[src/rtl/modem_pkg.sv]
// Package: shared widths, bit positions and reset values of the modem
// register block. Assumes the line vector order {carrier, ring, dsr, cts}.
package modem_pkg;
    localparam int NLINES   = 4;
    localparam int IDX_CTS  = 0;
    localparam int IDX_DSR  = 1;
    localparam int IDX_RI   = 2;
    localparam int IDX_DCD  = 3;
    localparam logic [NLINES-1:0] LINE_RST = 4'b1011;

    localparam int CTRL_W   = 5;
    localparam logic [CTRL_W-1:0] CTRL_RST = 5'b01000;

    typedef struct packed {
        logic loop;
        logic aux2;
        logic aux1;
        logic rts;
        logic dtr;
    } ctrl_t;
endpackage

[src/rtl/modem_line_sync.sv]
// Module: multi-stage synchroniser for the asynchronous modem inputs.
// Assumes each input is a slow level; no pulse capture is attempted.
module modem_line_sync #(
    parameter int N      = 4,
    parameter int STAGES = 2,
    parameter logic [N-1:0] RST_VAL = '0
) (
    input  logic         clk,
    input  logic         rst_n,
    input  logic [N-1:0] d_i,
    output logic [N-1:0] q_o
);
    genvar g;
    generate
        for (g = 0; g < N; g++) begin : g_line
            logic [STAGES-1:0] chain_q;
            // Shift the raw pin level through the stage chain.
            always_ff @(posedge clk) begin
                if (!rst_n) chain_q <= {STAGES{RST_VAL[g]}};
                else        chain_q <= {chain_q[STAGES-2:0], d_i[g]};
            end
            assign q_o[g] = chain_q[STAGES-1];
        end
    endgenerate
endmodule

[src/rtl/modem_delta_track.sv]
// Module: stores the last seen line levels and the sticky change flags.
// The ring flag records only falling edges. A clear request and a new
// change on the same edge leave the new change set.
module modem_delta_track #(
    parameter int N      = 4,
    parameter int RI_IDX = 2,
    parameter logic [N-1:0] RST_VAL = '0
) (
    input  logic         clk,
    input  logic         rst_n,
    input  logic [N-1:0] line_i,
    input  logic         clear_i,
    output logic [N-1:0] state_o,
    output logic [N-1:0] delta_o,
    output logic         any_o
);
    logic [N-1:0] state_q, delta_q, hit;

    // Work out which lines produce a flag this cycle.
    always_comb begin
        hit = state_q ^ line_i;
        hit[RI_IDX] = state_q[RI_IDX] & ~line_i[RI_IDX];
    end

    // Update the stored levels and the sticky flags.
    always_ff @(posedge clk) begin
        if (!rst_n) begin
            state_q <= RST_VAL;
            delta_q <= '0;
        end else begin
            state_q <= line_i;
            delta_q <= (clear_i ? '0 : delta_q) | hit;
        end
    end

    assign state_o = state_q;
    assign delta_o = delta_q;
    assign any_o   = |delta_q;
endmodule

[src/rtl/modem_ctrl_reg.sv]
// Module: the control register; keeps only the low CTRL bits of a write.
module modem_ctrl_reg #(
    parameter int W = 5,
    parameter logic [W-1:0] RST_VAL = '0
) (
    input  logic         clk,
    input  logic         rst_n,
    input  logic         wr_en,
    input  logic [W-1:0] wdata_i,
    output logic [W-1:0] ctrl_o
);
    // Load the register on a write strobe.
    always_ff @(posedge clk) begin
        if (!rst_n)     ctrl_o <= RST_VAL;
        else if (wr_en) ctrl_o <= wdata_i;
    end
endmodule

[src/rtl/modem_ctl_status.sv]
// Module: top of the modem register block. It decodes the register port,
// drives the output pins and builds the read value, including the
// loopback remap. Assumes one access strobe per cycle.
module modem_ctl_status #(
    parameter int ADDR_W      = 3,
    parameter int DATA_W      = 8,
    parameter int CTRL_OFS    = 4,
    parameter int STAT_OFS    = 6,
    parameter int SYNC_STAGES = 2
) (
    input  logic              clk,
    input  logic              rst_n,
    input  logic [ADDR_W-1:0] reg_addr,
    input  logic              reg_wr,
    input  logic              reg_rd,
    input  logic [DATA_W-1:0] reg_wdata,
    output logic [DATA_W-1:0] reg_rdata,
    input  logic              line_cts,
    input  logic              line_dsr,
    input  logic              line_dcd,
    input  logic              line_ri,
    output logic              out_dtr,
    output logic              out_rts,
    output logic              out_aux1,
    output logic              out_aux2,
    output logic              delta_pending
);
    import modem_pkg::*;

    localparam int NIB = DATA_W / 2;

    logic [NLINES-1:0] line_raw, line_sync, line_state, delta_q;
    logic [CTRL_W-1:0] ctrl_q;
    ctrl_t             ctrl;
    logic              ctrl_sel, stat_sel, stat_clear;
    logic [DATA_W-1:0] unused_wdata;

    assign line_raw = {line_dcd, line_ri, line_dsr, line_cts};
    assign ctrl_sel = (reg_addr == ADDR_W'(CTRL_OFS));
    assign stat_sel = (reg_addr == ADDR_W'(STAT_OFS));
    assign ctrl     = ctrl_t'(ctrl_q);
    assign stat_clear = reg_rd && stat_sel && !ctrl.loop;
    assign unused_wdata = reg_wdata;

    modem_line_sync #(.N(NLINES), .STAGES(SYNC_STAGES), .RST_VAL(LINE_RST)) u_sync (
        .clk(clk), .rst_n(rst_n), .d_i(line_raw), .q_o(line_sync)
    );

    modem_delta_track #(.N(NLINES), .RI_IDX(IDX_RI), .RST_VAL(LINE_RST)) u_track (
        .clk(clk), .rst_n(rst_n), .line_i(line_sync), .clear_i(stat_clear),
        .state_o(line_state), .delta_o(delta_q), .any_o(delta_pending)
    );

    modem_ctrl_reg #(.W(CTRL_W), .RST_VAL(CTRL_RST)) u_ctrl (
        .clk(clk), .rst_n(rst_n), .wr_en(reg_wr && ctrl_sel),
        .wdata_i(reg_wdata[CTRL_W-1:0]), .ctrl_o(ctrl_q)
    );

    assign out_dtr  = ctrl.dtr;
    assign out_rts  = ctrl.rts;
    assign out_aux1 = ctrl.aux1;
    assign out_aux2 = ctrl.aux2;

    // Select the read value; in loopback the outputs replace the pins.
    always_comb begin
        reg_rdata = '0;
        if (ctrl_sel) begin
            reg_rdata[CTRL_W-1:0] = ctrl_q;
        end else if (stat_sel) begin
            if (ctrl.loop) begin
                reg_rdata[NIB+IDX_DCD] = ctrl.aux2;
                reg_rdata[NIB+IDX_RI]  = ctrl.aux1;
                reg_rdata[NIB+IDX_DSR] = ctrl.dtr;
                reg_rdata[NIB+IDX_CTS] = ctrl.rts;
            end else begin
                reg_rdata[DATA_W-1:NIB] = line_state;
                reg_rdata[NIB-1:0]      = delta_q;
            end
        end
    end
endmodule

[config.mk]
export PLATFORM = sky130hd
export DESIGN_NAME = modem_ctl_status
export DESIGN_NICKNAME = d
export VERILOG_FILES = /design/src/rtl/modem_pkg.sv /design/src/rtl/modem_line_sync.sv /design/src/rtl/modem_delta_track.sv /design/src/rtl/modem_ctrl_reg.sv /design/src/rtl/modem_ctl_status.sv
export SDC_FILE = /design/constraint.sdc
export NUM_CORES = 1
export LEC_CHECK = 0
export BUFFER_PORTS_ARGS = -buffer_cell sky130_fd_sc_hd__clkbuf_2
export CAP_MARGIN = 20
export CORE_ASPECT_RATIO = 1.25
export CORE_MARGIN = 2
export CORE_UTILIZATION = 40
export DETAILED_ROUTE_END_ITERATION = 6
export GPL_TIMING_DRIVEN = 0
export PLACE_DENSITY_LB_ADDON = 0.1
export SKIP_CTS_REPAIR_TIMING = 1
export SYNTH_ARGS = -nofsm -noshare
export SYNTH_HDL_FRONTEND = slang
export SYNTH_SLANG_ARGS = --single-unit
export TNS_END_PERCENT = 100
[constraint.sdc]
create_clock -name clk -period 1.4 [get_ports clk]
set_clock_uncertainty 0.15 [all_clocks]
set_input_delay 0 -clock clk [delete_from_list [all_inputs] [get_ports clk]]
set_output_delay 0 -clock clk [all_outputs]
set_load 0.05 [all_outputs]
==> metrics.txt <==
# TYPE chip_impl_metric gauge
chip_impl_metric{name="yosys_register_bits",unit=""} 21
chip_impl_metric{name="peakVddDrop",unit="uV"} 723
chip_impl_metric{name="finalWorstPathRequiredPeriod",unit="ns"} 1.48
chip_impl_metric{name="via_count",unit=""} 715
chip_impl_metric{name="place_hpwl",unit="mm"} 1.27
chip_impl_metric{name="global_routing_usage_summed_across_all_routing_layers",unit="%"} 14.2
chip_impl_metric{name="cp.required",unit="ns"} 1.25
chip_impl_info{name="crit-reg2reg-launch",value="u_ctrl.ctrl_o[4]"} 1
chip_impl_metric{name="ant_nets",unit=""} 0
chip_impl_metric{name="wl_per_cell",unit="um"} 12.4
chip_impl_metric{name="grt_max_degree",unit=""} 12
chip_impl_metric{name="area_enclosed_by_the_die_boundary",unit="sq um"} 2540
chip_impl_metric{name="cts-htree-levels",unit=""} 1
chip_impl_metric{name="synthesis.area_per_instance",unit="sq um"} 10.4
chip_impl_metric{name="rrSetupSlack",unit="ns"} 0.22
chip_impl_metric{name="finalWeightedCongestion",unit=""} 0.730
chip_impl_info{name="worst_hold_startpoint",value="reg_rd"} 1
chip_impl_metric{name="num-nets-final",unit=""} 147
chip_impl_metric{name="yosysWarningCount",unit=""} 0
chip_impl_metric{name="synth-seq-area-share",unit="%"} 48.8
chip_impl_metric{name="setup-violations-final",unit=""} 8
chip_impl_info{name="critical-path-slowest-cell",value="sky130_fd_sc_hd__or4_4"} 1
chip_impl_metric{name="initial_utilization",unit="%"} 43.0
chip_impl_metric{name="syn2layout_area_growth",unit="%"} 57.8
chip_impl_metric{name="fin_area",unit="sq um"} 1360
chip_impl_metric{name="period_share",unit="%"} 106
chip_impl_metric{name="placement_rows",unit=""} 18
chip_impl_metric{name="yosysTopAreaCellShare",unit="%"} 48.8
chip_impl_metric{name="core",unit="sq um"} 2000
chip_impl_metric{name="synth_area",unit="sq um"} 862
chip_impl_metric{name="finalHoldViolations",unit=""} 0
chip_impl_metric{name="synthesis.instances",unit=""} 83
chip_impl_info{name="cts-root-buf",value="sky130_fd_sc_hd__clkbuf_4"} 1
chip_impl_metric{name="synth.lib_cells_used.distinct",unit=""} 21
chip_impl_metric{name="global_route_wire_length_before_repair",unit="mm"} 2.70
chip_impl_metric{name="critPathMaxFanout",unit=""} 3
chip_impl_metric{name="cts_sinks",unit=""} 21
chip_impl_metric{name="hold_ws",unit="ns"} 0.0530
chip_impl_metric{name="port_buffers",unit=""} 28
chip_impl_metric{name="cts_buffer_depth",unit=""} 2
chip_impl_metric{name="critPathArrivalTime",unit="ns"} 1.33
chip_impl_info{name="worst_setup_path_end_kind",value="primary output"} 1
chip_impl_metric{name="max_slew_margin",unit="%"} 68.1
chip_impl_metric{name="cts-buffers-inserted",unit=""} 3
chip_impl_info{name="synth_top_area_cell",value="sky130_fd_sc_hd__dfxtp_1"} 1
chip_impl_metric{name="die_h",unit="um"} 55.9
chip_impl_info{name="grt_setup_unrepaired",value="true"} 1
chip_impl_metric{name="fmax",unit="MHz"} 674
chip_impl_metric{name="grt_antenna_before_repair",unit=""} 0
chip_impl_metric{name="share_of_final_layout_standard_cells_stronger_than_drive_strength_1",unit="%"} 43.3
chip_impl_metric{name="min_delay_path_depth",unit=""} 4
chip_impl_metric{name="power_per_cell_area",unit="nW/um^2"} 858
chip_impl_metric{name="worst-r2r-cell-count",unit=""} 2
chip_impl_metric{name="drt_pre_antenna_iters",unit=""} 4
chip_impl_info{name="layout.cells.most_common_list",value="sky130_fd_sc_hd__clkbuf_2, sky130_fd_sc_hd__dfxtp_1, sky130_fd_sc_hd__nand2b_1"} 1
chip_impl_info{name="violations",value="negative setup slack"} 1
chip_impl_info{name="min-delay-path-class",value="input port to flop"} 1
chip_impl_metric{name="fin_ws",unit="ns"} -0.0826
chip_impl_info{name="hold_end",value="u_track.delta_o[2]"} 1
chip_impl_info{name="cp-start-kind",value="flop"} 1
chip_impl_metric{name="syn_nets",unit=""} 102
chip_impl_metric{name="total_grt_overflow",unit=""} 0
chip_impl_metric{name="antennaDiodeCount",unit=""} 0
chip_impl_info{name="r2r_end",value="u_track.delta_o[0]"} 1
chip_impl_metric{name="first_iter_violations",unit=""} 7
chip_impl_metric{name="total_power",unit="uW"} 1170
chip_impl_metric{name="via_density_per_instance",unit=""} 4.86
chip_impl_metric{name="clk-insertion-delay-late",unit="ns"} 0.29
chip_impl_metric{name="timing_worst_slew_pin_value",unit="ns"} 0.478
chip_impl_metric{name="pin_count",unit=""} 32
chip_impl_info{name="crit_path_cells",value="or4_4, buf_8"} 1
chip_impl_metric{name="critPathMaxStageDelay",unit="ns"} 0.53
chip_impl_info{name="run_status",value="finished, violations left"} 1
chip_impl_metric{name="n_fill_cell",unit=""} 174
chip_impl_metric{name="setup-tns-final",unit="ns"} -0.361
chip_impl_info{name="most_common_library_cell_in_the_layout_ignoring_fill_and_taps",value="sky130_fd_sc_hd__clkbuf_2"} 1
chip_impl_info{name="synthTopCellsByArea",value="sky130_fd_sc_hd__dfxtp_1, sky130_fd_sc_hd__nand2b_1, sky130_fd_sc_hd__mux2i_1, sky130_fd_sc_hd__nand3b_1, sky130_fd_sc_hd__a22o_1"} 1
chip_impl_metric{name="die_w",unit="um"} 45.5
chip_impl_metric{name="maxCapViolations",unit=""} 0
chip_impl_metric{name="placedInstanceArea",unit="sq um"} 1110
chip_impl_metric{name="grt_pass1_vias",unit=""} 613
chip_impl_metric{name="clk_pin_slew_worst_paths",unit="ns"} 0.11
chip_impl_info{name="path_class",value="flop to primary output"} 1
chip_impl_metric{name="drcViolationCount",unit=""} 0
chip_impl_info{name="cts_tree",value="yes"} 1
chip_impl_metric{name="dp_worst_setup_slack",unit="ns"} 0.0793
chip_impl_metric{name="timing.final.max_slew_violations",unit=""} 0
chip_impl_metric{name="static-leakage-power",unit="uW"} 0.000532
chip_impl_metric{name="routed_wl",unit="mm"} 1.82
cells by family (layout without fill, tap and decap cells):
kind of cell / count (synthesis) / count (layout) / synth area share, %
xor gates and xnor gates: 3 / 3 / 3.05
muxes: 8 / 8 / 9.29
and+or+nand+nor: 32 / 32 / 25.1
DFF: 21 / 21 / 48.8
AOI/OAI and AO/OA: 11 / 11 / 9.14
buffers and inverters: 8 / 52 / 4.64
where the power goes:
part	switching, uW	internal [uW]
clock network	170	111
logic	123	120
registers	18.3	624
total	312	855
state kept, by name, summed over array words and instances, names as in the netlist:
signal and cells:
u_sync.g_line.chain_q 8, u_track.state_o 4, u_track.delta_o 4, u_ctrl.ctrl_o 5
synthesized netlist by cell type:
library cell,n
sky130_fd_sc_hd__xor2_1,3
sky130_fd_sc_hd__nand3b_4,1
sky130_fd_sc_hd__a32o_1,1
sky130_fd_sc_hd__nor2_1,3
sky130_fd_sc_hd__mux2i_1,8
sky130_fd_sc_hd__buf_6,1
sky130_fd_sc_hd__inv_1,3
sky130_fd_sc_hd__or4_1,1
sky130_fd_sc_hd__clkbuf_1,2
sky130_fd_sc_hd__nor2b_1,4
sky130_fd_sc_hd__nand2b_1,14
sky130_fd_sc_hd__and4bb_2,1
sky130_fd_sc_hd__a21oi_1,5
sky130_fd_sc_hd__dfxtp_1,21
sky130_fd_sc_hd__and2_1,3
sky130_fd_sc_hd__buf_2,2
sky130_fd_sc_hd__nand3b_1,4
sky130_fd_sc_hd__o31a_1,1
sky130_fd_sc_hd__nand2_1,1
sky130_fd_sc_hd__a22o_1,3
sky130_fd_sc_hd__a311oi_1,1
metal layers:
metal	track usage (%)	share of wire (%)
met3	1.95	3.3
met2	21.9	50
met4	7.56	1.0
met5	0	0
met1	18.3	46
through the flow:
stage | util [%] | std cells
3_3_place_gp | 55.2 | 131
3_5_place_dp | 55.2 | 131
6_report | 67.9 | 147
2_1_floorplan | - | 83
4_1_cts | 56.5 | 135
5_1_grt | 67.9 | 147
critical path: cells and delay by family (launching register included):
kind	cells	cell delay [ns]
simple gates	1	0.53
flops	1	0.34
buf+inv	1	0.17
worst max-delay path by stage:
| stage | to | slack, ns | startpoint | depth (start not counted) |
|---|---|---|---|---|
| after floorplan | reg_rdata[4] | 0.02 | u_ctrl.ctrl_o[1] | 2 |
| after global placement | reg_rdata[4] | 0.09 | u_ctrl.ctrl_o[4] | 4 |
| after detailed placement | reg_rdata[4] | 0.08 | u_ctrl.ctrl_o[4] | 4 |
| after CTS | reg_rdata[4] | -0.26 | u_ctrl.ctrl_o[4] | 4 |
| after global routing | reg_rdata[0] | -0.13 | u_ctrl.ctrl_o[4] | 4 |
| final | delta_pending | -0.08 | u_track.delta_o[3] | 2 |
final cells by class:
class	count	area, sq um	area share [%]
Sequential cell	21	427	31.4
Tap cell	20	25.0	1.84
Timing Repair Buffer	40	315	23.2
Buffer	5	35.0	2.58
Multi-Input combinational cell	54	520	38.3
Clock buffer	4	26.3	1.93
Inverter	3	11.3	0.828
Power figures use the tool's default switching activity.
